**config.mk**
```make
export PLATFORM = sky130hd
export DESIGN_NAME = bus_cmd_seq
export DESIGN_NICKNAME = d
export VERILOG_FILES = /design/src/rtl/bus_cmd_seq_pkg.sv /design/src/rtl/bus_cmd_seq_dp.sv /design/src/rtl/bus_cmd_seq_ctrl.sv /design/src/rtl/bus_cmd_seq.sv
export SDC_FILE = /design/constraint.sdc
export NUM_CORES = 1
export LEC_CHECK = 0
export ABC_CLOCK_PERIOD_IN_PS = 3200
export BUFFER_PORTS_ARGS = -buffer_cell sky130_fd_sc_hd__buf_2
export CELL_PAD_IN_SITES_DETAIL_PLACEMENT = 1
export CELL_PAD_IN_SITES_GLOBAL_PLACEMENT = 1
export CORE_UTILIZATION = 40
export CTS_CLUSTER_DIAMETER = 80
export CTS_CLUSTER_SIZE = 28
export DETAILED_ROUTE_END_ITERATION = 10
export PLACE_DENSITY_LB_ADDON = 0.1
export RECOVER_POWER = 100
export REMOVE_ABC_BUFFERS = 1
export SYNTH_ARGS = -nofsm -noshare
export SYNTH_HDL_FRONTEND = slang
export SYNTH_HIERARCHICAL = 1
export SYNTH_SLANG_ARGS = --single-unit
```
**constraint.sdc**
```tcl
create_clock -name clk -period 3.2 [get_ports clk]
set_input_delay 0.16 -clock clk [delete_from_list [all_inputs] [get_ports clk]]
set_output_delay 0.16 -clock clk [all_outputs]
set_load 0.05 [all_outputs]
```
**src/rtl/bus_cmd_seq_pkg.sv**
```systemverilog
package bus_cmd_seq_pkg;

  localparam int unsigned ADDR_W = 6;
  localparam int unsigned DATA_W = 32;

  localparam logic [ADDR_W-1:0] REG_CTRL  = 6'h00;
  localparam logic [ADDR_W-1:0] REG_STAT  = 6'h0C;
  localparam logic [ADDR_W-1:0] REG_DADDR = 6'h10;
  localparam logic [ADDR_W-1:0] REG_LEN   = 6'h18;
  localparam logic [ADDR_W-1:0] REG_DATA  = 6'h1C;
  localparam logic [ADDR_W-1:0] REG_CMD   = 6'h2C;
  localparam logic [ADDR_W-1:0] REG_DAR   = 6'h30;

  localparam logic [DATA_W-1:0] CTRL_GO    = 32'h0000_0082;
  localparam logic [DATA_W-1:0] CTRL_SRST  = 32'h0000_0001;
  localparam logic [DATA_W-1:0] STAT_ALL   = 32'h0000_0007;
  localparam logic [DATA_W-1:0] LEN_RDFLAG = 32'h0000_0010;
  localparam logic [7:0]        CMD_BIND   = 8'hE8;

  typedef enum logic [2:0] {
    RES_OK      = 3'd0,
    RES_INVALID = 3'd1,
    RES_NODEV   = 3'd2,
    RES_IOERR   = 3'd3,
    RES_TIMEOUT = 3'd4
  } resultE;

  typedef enum logic [3:0] {
    OP_NONE,
    OP_CLR_STAT,
    OP_WR_DAR,
    OP_WR_BIND,
    OP_WR_DADDR,
    OP_WR_DATA,
    OP_WR_CMD,
    OP_WR_LEN,
    OP_WR_GO,
    OP_WR_SRST,
    OP_RD_STAT,
    OP_RD_CTRL,
    OP_RD_DATA
  } busOpE;

  typedef struct packed {
    logic   capture;
    busOpE  op;
    logic   loadCache;
    logic   latchRd;
    logic   setResult;
    resultE result;
  } strobeT;

  typedef struct packed {
    logic isReset;
    logic reqOk;
    logic cacheHit;
    logic devKnown;
    logic isRead;
    logic statDone;
    logic statOver;
    logic srstBusy;
  } flagT;

  function automatic logic [7:0] rtaLookup(input logic [15:0] dev);
    case (dev)
      16'h03A3: rtaLookup = 8'h2D;
      16'h0745: rtaLookup = 8'h3A;
      16'h0E89: rtaLookup = 8'h4E;
      default:  rtaLookup = 8'h00;
    endcase
  endfunction

  function automatic logic isLegalRta(input logic [7:0] rta);
    case (rta)
      8'h17, 8'h2D, 8'h3A, 8'h4E, 8'h59, 8'h63, 8'h74, 8'h8B,
      8'h9C, 8'hA6, 8'hB1, 8'hC5, 8'hD2, 8'hE8, 8'hFF: isLegalRta = 1'b1;
      default: isLegalRta = 1'b0;
    endcase
  endfunction

  function automatic logic isCmdCode(input logic [7:0] code);
    case (code)
      8'hE8, 8'h8B, 8'h9C, 8'hA6, 8'h4E, 8'h59, 8'h63: isCmdCode = 1'b1;
      default: isCmdCode = 1'b0;
    endcase
  endfunction

  function automatic logic [7:0] cmdFor(input logic rd, input logic [3:0] len);
    case ({rd, len})
      {1'b1, 4'd1}: cmdFor = 8'h8B;
      {1'b1, 4'd2}: cmdFor = 8'h9C;
      {1'b1, 4'd4}: cmdFor = 8'hA6;
      {1'b0, 4'd1}: cmdFor = 8'h4E;
      {1'b0, 4'd2}: cmdFor = 8'h59;
      default:      cmdFor = 8'h63;
    endcase
  endfunction

  function automatic logic [DATA_W-1:0] byteMask(input logic [3:0] len);
    case (len)
      4'd1:    byteMask = 32'h0000_00FF;
      4'd2:    byteMask = 32'h0000_FFFF;
      default: byteMask = 32'hFFFF_FFFF;
    endcase
  endfunction

endpackage

```
**src/rtl/bus_cmd_seq_dp.sv**
```systemverilog
module bus_cmd_seq_dp
  import bus_cmd_seq_pkg::*;
#(
  parameter int unsigned SLAVE_W = 16,
  parameter int unsigned LEN_W   = 4
) (
  input  logic                clk,
  input  logic                rstN,
  input  strobeT              strobe,
  output flagT                flags,
  input  logic                reqReset,
  input  logic [SLAVE_W-2:0]  reqOffDev,
  input  logic [LEN_W-1:0]    reqOffLen,
  input  logic [7:0]          reqOffset,
  input  logic [SLAVE_W-2:0]  reqDataDev,
  input  logic                reqRead,
  input  logic [LEN_W-1:0]    reqDataLen,
  input  logic [DATA_W-1:0]   reqWdata,
  output logic                regReq,
  output logic                regWe,
  output logic [ADDR_W-1:0]   regAddr,
  output logic [DATA_W-1:0]   regWdata,
  input  logic [DATA_W-1:0]   regRdata,
  output logic [2:0]          rspStatus,
  output logic [DATA_W-1:0]   rspRdata
);

  localparam int unsigned DEV_W = SLAVE_W - 1;

  logic               capReset;
  logic [DEV_W-1:0]   capOffDev;
  logic [LEN_W-1:0]   capOffLen;
  logic [7:0]         capOffset;
  logic [DEV_W-1:0]   capDataDev;
  logic               capRead;
  logic [LEN_W-1:0]   capDataLen;
  logic [DATA_W-1:0]  capWdata;

  logic               cacheValid;
  logic [DEV_W-1:0]   cacheDev;
  resultE             resultReg;

  logic [15:0]        darDev;
  logic [7:0]         rta;
  logic               lenOk;
  logic [DATA_W-1:0]  dataMask;

  always_ff @(posedge clk) begin
    if (!rstN) begin
      capReset   <= 1'b0;
      capOffDev  <= '0;
      capOffLen  <= '0;
      capOffset  <= '0;
      capDataDev <= '0;
      capRead    <= 1'b0;
      capDataLen <= '0;
      capWdata   <= '0;
    end else if (strobe.capture) begin
      capReset   <= reqReset;
      capOffDev  <= reqOffDev;
      capOffLen  <= reqOffLen;
      capOffset  <= reqOffset;
      capDataDev <= reqDataDev;
      capRead    <= reqRead;
      capDataLen <= reqDataLen;
      capWdata   <= reqWdata;
    end
  end

  always_ff @(posedge clk) begin
    if (!rstN) begin
      cacheValid <= 1'b0;
      cacheDev   <= '0;
    end else if (strobe.loadCache) begin
      cacheValid <= 1'b1;
      cacheDev   <= capOffDev;
    end
  end

  always_ff @(posedge clk) begin
    if (!rstN) begin
      resultReg <= RES_OK;
      rspRdata  <= '0;
    end else begin
      if (strobe.capture) rspRdata <= '0;
      else if (strobe.latchRd) rspRdata <= regRdata & dataMask;
      if (strobe.setResult) resultReg <= strobe.result;
    end
  end

  assign rspStatus = resultReg;
  assign darDev    = 16'(capOffDev);
  assign rta       = rtaLookup(darDev);
  assign dataMask  = byteMask(capDataLen);
  assign lenOk     = (capDataLen == LEN_W'(1)) || (capDataLen == LEN_W'(2)) ||
                     (capDataLen == LEN_W'(4));

  always_comb begin
    flags          = '0;
    flags.isReset  = capReset;
    flags.reqOk    = (capOffLen == LEN_W'(1)) && lenOk && (capOffDev == capDataDev);
    flags.cacheHit = cacheValid && (cacheDev == capOffDev);
    flags.devKnown = (rta != 8'h00);
    flags.isRead   = capRead;
    flags.statDone = |(regRdata & STAT_ALL);
    flags.statOver = regRdata[0];
    flags.srstBusy = regRdata[0];
  end

  always_comb begin
    regReq   = 1'b1;
    regWe    = 1'b1;
    regAddr  = REG_CTRL;
    regWdata = '0;
    case (strobe.op)
      OP_CLR_STAT: begin regAddr = REG_STAT;  regWdata = STAT_ALL; end
      OP_WR_DAR:   begin regAddr = REG_DAR;   regWdata = {8'h00, rta, darDev}; end
      OP_WR_BIND:  begin regAddr = REG_CMD;   regWdata = {24'h0, CMD_BIND}; end
      OP_WR_DADDR: begin regAddr = REG_DADDR; regWdata = {24'h0, capOffset}; end
      OP_WR_DATA:  begin regAddr = REG_DATA;  regWdata = capWdata & dataMask; end
      OP_WR_CMD:   begin regAddr = REG_CMD;   regWdata = {24'h0, cmdFor(capRead, capDataLen)}; end
      OP_WR_LEN:   begin
        regAddr  = REG_LEN;
        regWdata = DATA_W'(LEN_W'(capOffLen - LEN_W'(1))) | (capRead ? LEN_RDFLAG : '0);
      end
      OP_WR_GO:    begin regAddr = REG_CTRL;  regWdata = CTRL_GO; end
      OP_WR_SRST:  begin regAddr = REG_CTRL;  regWdata = CTRL_SRST; end
      OP_RD_STAT:  begin regWe = 1'b0; regAddr = REG_STAT; end
      OP_RD_CTRL:  begin regWe = 1'b0; regAddr = REG_CTRL; end
      OP_RD_DATA:  begin regWe = 1'b0; regAddr = REG_DATA; end
      default:     begin regReq = 1'b0; regWe = 1'b0; end
    endcase
  end

endmodule

```
**src/rtl/bus_cmd_seq_ctrl.sv**
```systemverilog
module bus_cmd_seq_ctrl
  import bus_cmd_seq_pkg::*;
#(
  parameter int unsigned POLL_LIMIT  = 1000,
  parameter int unsigned RESET_TRIES = 100
) (
  input  logic   clk,
  input  logic   rstN,
  input  logic   reqValid,
  output logic   reqReady,
  output logic   rspValid,
  input  flagT   flags,
  output strobeT strobe
);

  localparam int unsigned MAX_WAIT = (POLL_LIMIT > RESET_TRIES) ? POLL_LIMIT : RESET_TRIES;
  localparam int unsigned CNT_W    = $clog2(MAX_WAIT + 1);

  typedef enum logic [4:0] {
    S_IDLE, S_CHECK,
    S_RST_WR, S_RST_RD, S_RST_CHK,
    S_SR_CLR, S_SR_DAR, S_SR_CMD,
    S_D_CLR, S_D_ADDR, S_D_DATA, S_D_CMD, S_D_LEN,
    S_START, S_POLL_RD, S_POLL_CHK,
    S_DATA_RD, S_DATA_CHK,
    S_DONE
  } stateE;

  stateE            state, stateNext;
  logic [CNT_W-1:0] waitCnt;
  logic             cntClr, cntInc;
  logic             bindPhase;
  logic             phaseSet, phaseClr;

  always_ff @(posedge clk) begin
    if (!rstN) begin
      state     <= S_IDLE;
      waitCnt   <= '0;
      bindPhase <= 1'b0;
    end else begin
      state <= stateNext;
      if (cntClr) waitCnt <= '0;
      else if (cntInc) waitCnt <= waitCnt + CNT_W'(1);
      if (phaseSet) bindPhase <= 1'b1;
      else if (phaseClr) bindPhase <= 1'b0;
    end
  end

  assign reqReady = (state == S_IDLE);
  assign rspValid = (state == S_DONE);

  always_comb begin
    stateNext = state;
    strobe    = '0;
    cntClr    = 1'b0;
    cntInc    = 1'b0;
    phaseSet  = 1'b0;
    phaseClr  = 1'b0;
    case (state)
      S_IDLE: if (reqValid) begin
        strobe.capture = 1'b1;
        stateNext      = S_CHECK;
      end
      S_CHECK: begin
        if (flags.isReset) stateNext = S_RST_WR;
        else if (!flags.reqOk) begin
          strobe.setResult = 1'b1;
          strobe.result    = RES_INVALID;
          stateNext        = S_DONE;
        end else if (flags.cacheHit) stateNext = S_D_CLR;
        else if (!flags.devKnown) begin
          strobe.setResult = 1'b1;
          strobe.result    = RES_NODEV;
          stateNext        = S_DONE;
        end else stateNext = S_SR_CLR;
      end
      S_RST_WR: begin
        strobe.op = OP_WR_SRST;
        cntClr    = 1'b1;
        stateNext = S_RST_RD;
      end
      S_RST_RD: begin
        strobe.op = OP_RD_CTRL;
        stateNext = S_RST_CHK;
      end
      S_RST_CHK: begin
        if (!flags.srstBusy) begin
          strobe.setResult = 1'b1;
          strobe.result    = RES_OK;
          stateNext        = S_DONE;
        end else if (waitCnt == CNT_W'(RESET_TRIES - 1)) begin
          strobe.setResult = 1'b1;
          strobe.result    = RES_TIMEOUT;
          stateNext        = S_DONE;
        end else begin
          cntInc    = 1'b1;
          stateNext = S_RST_RD;
        end
      end
      S_SR_CLR: begin
        strobe.op = OP_CLR_STAT;
        phaseSet  = 1'b1;
        stateNext = S_SR_DAR;
      end
      S_SR_DAR: begin
        strobe.op = OP_WR_DAR;
        stateNext = S_SR_CMD;
      end
      S_SR_CMD: begin
        strobe.op = OP_WR_BIND;
        stateNext = S_START;
      end
      S_D_CLR: begin
        strobe.op = OP_CLR_STAT;
        phaseClr  = 1'b1;
        stateNext = S_D_ADDR;
      end
      S_D_ADDR: begin
        strobe.op = OP_WR_DADDR;
        stateNext = flags.isRead ? S_D_CMD : S_D_DATA;
      end
      S_D_DATA: begin
        strobe.op = OP_WR_DATA;
        stateNext = S_D_CMD;
      end
      S_D_CMD: begin
        strobe.op = OP_WR_CMD;
        stateNext = S_D_LEN;
      end
      S_D_LEN: begin
        strobe.op = OP_WR_LEN;
        stateNext = S_START;
      end
      S_START: begin
        strobe.op = OP_WR_GO;
        cntClr    = 1'b1;
        stateNext = S_POLL_RD;
      end
      S_POLL_RD: begin
        strobe.op = OP_RD_STAT;
        stateNext = S_POLL_CHK;
      end
      S_POLL_CHK: begin
        if (flags.statDone) begin
          if (!flags.statOver) begin
            strobe.setResult = 1'b1;
            strobe.result    = RES_IOERR;
            stateNext        = S_DONE;
          end else if (bindPhase) begin
            strobe.loadCache = 1'b1;
            stateNext        = S_D_CLR;
          end else if (flags.isRead) stateNext = S_DATA_RD;
          else begin
            strobe.setResult = 1'b1;
            strobe.result    = RES_OK;
            stateNext        = S_DONE;
          end
        end else if (waitCnt == CNT_W'(POLL_LIMIT - 1)) begin
          strobe.setResult = 1'b1;
          strobe.result    = RES_TIMEOUT;
          stateNext        = S_DONE;
        end else begin
          cntInc    = 1'b1;
          stateNext = S_POLL_RD;
        end
      end
      S_DATA_RD: begin
        strobe.op = OP_RD_DATA;
        stateNext = S_DATA_CHK;
      end
      S_DATA_CHK: begin
        strobe.latchRd   = 1'b1;
        strobe.setResult = 1'b1;
        strobe.result    = RES_OK;
        stateNext        = S_DONE;
      end
      S_DONE:  stateNext = S_IDLE;
      default: stateNext = S_IDLE;
    endcase
  end

endmodule

```
**src/rtl/bus_cmd_seq.sv**
```systemverilog
module bus_cmd_seq
  import bus_cmd_seq_pkg::*;
#(
  parameter int unsigned SLAVE_W     = 16,
  parameter int unsigned LEN_W       = 4,
  parameter int unsigned POLL_LIMIT  = 1000,
  parameter int unsigned RESET_TRIES = 100
) (
  input  logic               clk,
  input  logic               rstN,
  input  logic               reqValid,
  output logic               reqReady,
  input  logic               reqReset,
  input  logic [SLAVE_W-1:0] reqOffSlave,
  input  logic [LEN_W-1:0]   reqOffLen,
  input  logic [7:0]         reqOffset,
  input  logic [SLAVE_W-1:0] reqDataSlave,
  input  logic               reqRead,
  input  logic [LEN_W-1:0]   reqDataLen,
  input  logic [31:0]        reqWdata,
  output logic               rspValid,
  output logic [2:0]         rspStatus,
  output logic [31:0]        rspRdata,
  output logic               regReq,
  output logic               regWe,
  output logic [5:0]         regAddr,
  output logic [31:0]        regWdata,
  input  logic [31:0]        regRdata
);

  strobeT strobe;
  flagT   flags;
  logic   unusedSlaveLsb;

  assign unusedSlaveLsb = reqOffSlave[0] ^ reqDataSlave[0];

  bus_cmd_seq_ctrl #(
    .POLL_LIMIT (POLL_LIMIT),
    .RESET_TRIES(RESET_TRIES)
  ) u_ctrl (
    .clk     (clk),
    .rstN    (rstN),
    .reqValid(reqValid),
    .reqReady(reqReady),
    .rspValid(rspValid),
    .flags   (flags),
    .strobe  (strobe)
  );

  bus_cmd_seq_dp #(
    .SLAVE_W(SLAVE_W),
    .LEN_W  (LEN_W)
  ) u_dp (
    .clk       (clk),
    .rstN      (rstN),
    .strobe    (strobe),
    .flags     (flags),
    .reqReset  (reqReset),
    .reqOffDev (reqOffSlave[SLAVE_W-1:1]),
    .reqOffLen (reqOffLen),
    .reqOffset (reqOffset),
    .reqDataDev(reqDataSlave[SLAVE_W-1:1]),
    .reqRead   (reqRead),
    .reqDataLen(reqDataLen),
    .reqWdata  (reqWdata),
    .regReq    (regReq),
    .regWe     (regWe),
    .regAddr   (regAddr),
    .regWdata  (regWdata),
    .regRdata  (regRdata),
    .rspStatus (rspStatus),
    .rspRdata  (rspRdata)
  );

endmodule

```
==> flow_metrics.env <==
export IMPL_crit_buf_inv=2
export IMPL_die_area_um2=19400
export IMPL_synth_distinct_cells=74
export IMPL_synth_seq_area_share_pct=39.1
export IMPL_rsz0062_at_grt="false"
export IMPL_n_fill_cell=2149
export IMPL_grt_util_all_layers_pct=24.3
export IMPL_overflow=0
export IMPL_dp_hpwl_um=15200
export IMPL_avgSynthCellArea_um2=9.10
export IMPL_dp_cells=1204
export IMPL_synth_ff_type="dfxtp_1"
export IMPL_grt_pass1_vias=6949
export IMPL_port_buffers=189
export IMPL_cp_num_cells=9
export IMPL_slowest_stage="dfxtp_2"
export IMPL_viasPerCell=5.19
export IMPL_hp_class="input port to flip-flop"
export IMPL_io_pins=194
export IMPL_vias=6866
export IMPL_relSlewSlack_pct=22.2
export IMPL_place_area_um2=8690
export IMPL_power_uw=7670
export IMPL_antenna_found_initial=1
export IMPL_yosys_cell_count_top_type="dfxtp_1"
export IMPL_period_needed_ns=3.09
export IMPL_maxSlewViolCount=0
export IMPL_tightest_slew_ns=1.17
export IMPL_synthArstFlopShare_pct=0
export IMPL_cpPeakStageDelay_ns=0.45
export IMPL_start_util_pct=41.3
export IMPL_ff_latch_area_um2=2950
export IMPL_grt_pass1_wl_um=37200
export IMPL_cts_root_buf="clkbuf_16"
export IMPL_worstPathArrival_ns=2.93
export IMPL_cp_endpoint="regWdata[13]"
export IMPL_die_h_um=139
export IMPL_synth_area_leaders="dfxtp_1 (39%), mux2i_1 (14%), nor2b_1 (9.2%), a21oi_1 (3.6%), xnor2_1 (3.1%)"
export IMPL_multiInputGateArea_um2=4210
export IMPL_diodes=0
export IMPL_status="complete, but fails checks"
export IMPL_crit_path_end_kind="primary output"
export IMPL_max_cap_viol_count=0
export IMPL_rr_endpoint="u_dp/rspStatus[0]"
export IMPL_final_area_um2=10100
export IMPL_ys_ff_latch=147
export IMPL_worstReg2RegStart="u_dp/capOffDev[1]"
export IMPL_critPathRequiredTime_ns=3.04
export IMPL_synth_edf_count=0
export IMPL_firstDrtPassIters=11
export IMPL_yosysWarnings=6
export IMPL_finalSetupViolCount=0
export IMPL_hold_viol_final=0
export IMPL_synth_top_cell_area_share_pct=39.1
export IMPL_wl_per_cell_um=17.5
export IMPL_nets=1201
export IMPL_fmax_mhz=323
export IMPL_wirelength_um=23200
export IMPL_synth_common_cells="dfxtp_1 (147), nor2b_1 (111), mux2i_1 (107)"
export IMPL_clkLatencyLatePin_ns=0.43
export IMPL_crit_chain="or3b_1 -> o21ai_0 -> a21o_2 -> nor3b_4 -> nand2_1 -> a21oi_2 -> buf_4 -> a22o_1 -> clkbuf_2"
export IMPL_r2r_slack_ns=0.30
export IMPL_cp_start_kind="flip-flop"
export IMPL_path_class="flip-flop to primary output"
export IMPL_crit_path_max_fanout=8
export IMPL_startpoint="u_ctrl/state[4]"
export IMPL_power_density_nw_per_um2=757
export IMPL_htree_levels=4
export IMPL_fin_cells=1323
export IMPL_place_congestion=0.809
export IMPL_ir_drop_mv=0.429
export IMPL_drc=14
export IMPL_grt_max_degree=58
export IMPL_drive_gt1_share_pct=21.7
export IMPL_fin_crit_sh_pct=96.7
export IMPL_ff2ff_path_depth=9
export IMPL_cts_max_path_buffers=2
export IMPL_netlist_instances=827
export IMPL_clkTransAtPathRegs_ns=0.06
export IMPL_area_delta_synth_final_pct=34.7
export IMPL_skew_ns=0.00993
export IMPL_rows=49
export IMPL_tritoncts="yes"
export IMPL_p_leak_uw=0.00402
export IMPL_crit_family="simple AND/OR/NAND/NOR gates"
export IMPL_drtIter0Drc=330
export IMPL_synth_top_area_cell="dfxtp_1"
export IMPL_syn_area_um2=7530
export IMPL_die_x_um=139
export IMPL_cts_buffers=17
export IMPL_cts_sinks=147
export IMPL_hold_start="reqWdata[6]"
export IMPL_ant_nets=0
export IMPL_violations="design-rule violations"
export IMPL_timing_hold_ws_ns=0.00322
export IMPL_core_area_um2=18200
-- cell families after synthesis --
family | Yosys count | synth area share (%)
compound gates | 149 | 13.1
xor+xnor | 37 | 4.30
fa+ha+maj | 3 | 0.499
buf+inv | 84 | 4.99
flops | 147 | 39.1
mux | 109 | 14.5
other cells | 1 | 0.0498
simple gates | 297 | 23.5
-- repair_timing --
action	CTS	global route
hold buffers	84	0
setup endpoints to repair	30	25
resized for setup	7	3
gates cloned	0	0
setup buffers	1	2
endpoints found under the hold margin	84	0
-- placed cells by master, fill, tap and decap left out, types with 5 or more instances in the layout --
master         Yosys  final
nand2b_1          20     20
clkbuf_16          0     17
dfxtp_1          147    143
buf_4              8     24
inv_1             13     13
xor2_1            10     10
a21oi_1           54     54
nand3b_1           6      6
a21o_1             8      7
nand2_1           18     18
clkbuf_2           0     25
buf_2             18    128
clkbuf_1          41     42
nand4_1           12     13
a22o_1             7      7
o21ai_0           29     29
a22oi_1            4      5
nor2b_1          111    110
dlygate4sd3_1      0     84
mux2i_1          107    107
nand3_1           29     29
nor2_1            42     40
xnor2_1           27     27
nor4_1             6      6
and2_1            12     12
nor3_1             5      6
or3_1              9      9
-- worst register-to-register path, stage by stage, from the launching register on --
cell      delay [ns]
dfxtp_1         0.44
nor3b_1         0.39
nand4b_1        0.25
a21bo_2         0.27
a21oi_1         0.36
o21ai_0         0.23
a32oi_1         0.26
o221ai_1        0.28
mux2i_1         0.24
nor2b_1         0.07
-- sequential cells by signal (all words and copies together), names as in the netlist --
register          count
u_dp/rspStatus        3
u_ctrl/bindPhase      1
u_dp/capReset         1
u_dp/capOffLen        4
u_dp/rspRdata        32
u_ctrl/state          5
u_dp/capWdata        32
u_dp/capRead          1
u_dp/capDataDev      15
u_dp/capOffset        8
u_dp/cacheValid       1
u_ctrl/waitCnt       10
u_dp/capDataLen       4
u_dp/capOffDev       15
u_dp/cacheDev        15
-- stage by stage --
stage / TNS, ns / setup slack, ns / utilization, %
2_1_floorplan: -103.02 / -1.29 / -
3_3_place_gp: 0 / 0.351 / 47.7
3_5_place_dp: 0 / 0.279 / 47.7
4_1_cts: 0 / 0.0484 / 56.1
5_1_grt: 0 / 0.00000666 / 55.7
6_report: 0 / 0.105 / 55.7
-- how the worst min path moves through the flow --
stage	to	slack, ns	cells past startpoint
after CTS	u_dp/capWdata[0]	0.00009	3
final	u_dp/capWdata[6]	0.003	3
after floorplan	u_dp/cacheValid	0.28	1
after global routing	u_dp/capWdata[0]	0.003	3
after detailed placement	u_dp/rspRdata[8]	0.40	3
after global placement	u_dp/rspRdata[8]	0.39	3
-- cell type report --
cell class                 count  area share, %
clock buffer                  21           4.54
clock inverter                11           1.72
inverter                      13          0.481
multi-input combinational    597           41.5
sequential                   147           29.1
tap                          229           2.83
timing repair buffer         305           19.8
-- per-layer routing --
metal,GRT usage [%],part of all wire [%],vias up
met5,0,0.056,-
met4,6.73,1.1,2
met3,5.56,4.6,20
met2,43.3,50,161
met1,29.2,44,3300
li1,-,-,3383
-- power breakdown --
group          internal, uW  switching [uW]
combinational          1180            1960
clock                  1350             817
sequential             2100             272
Power figures use the tool's default switching activity.
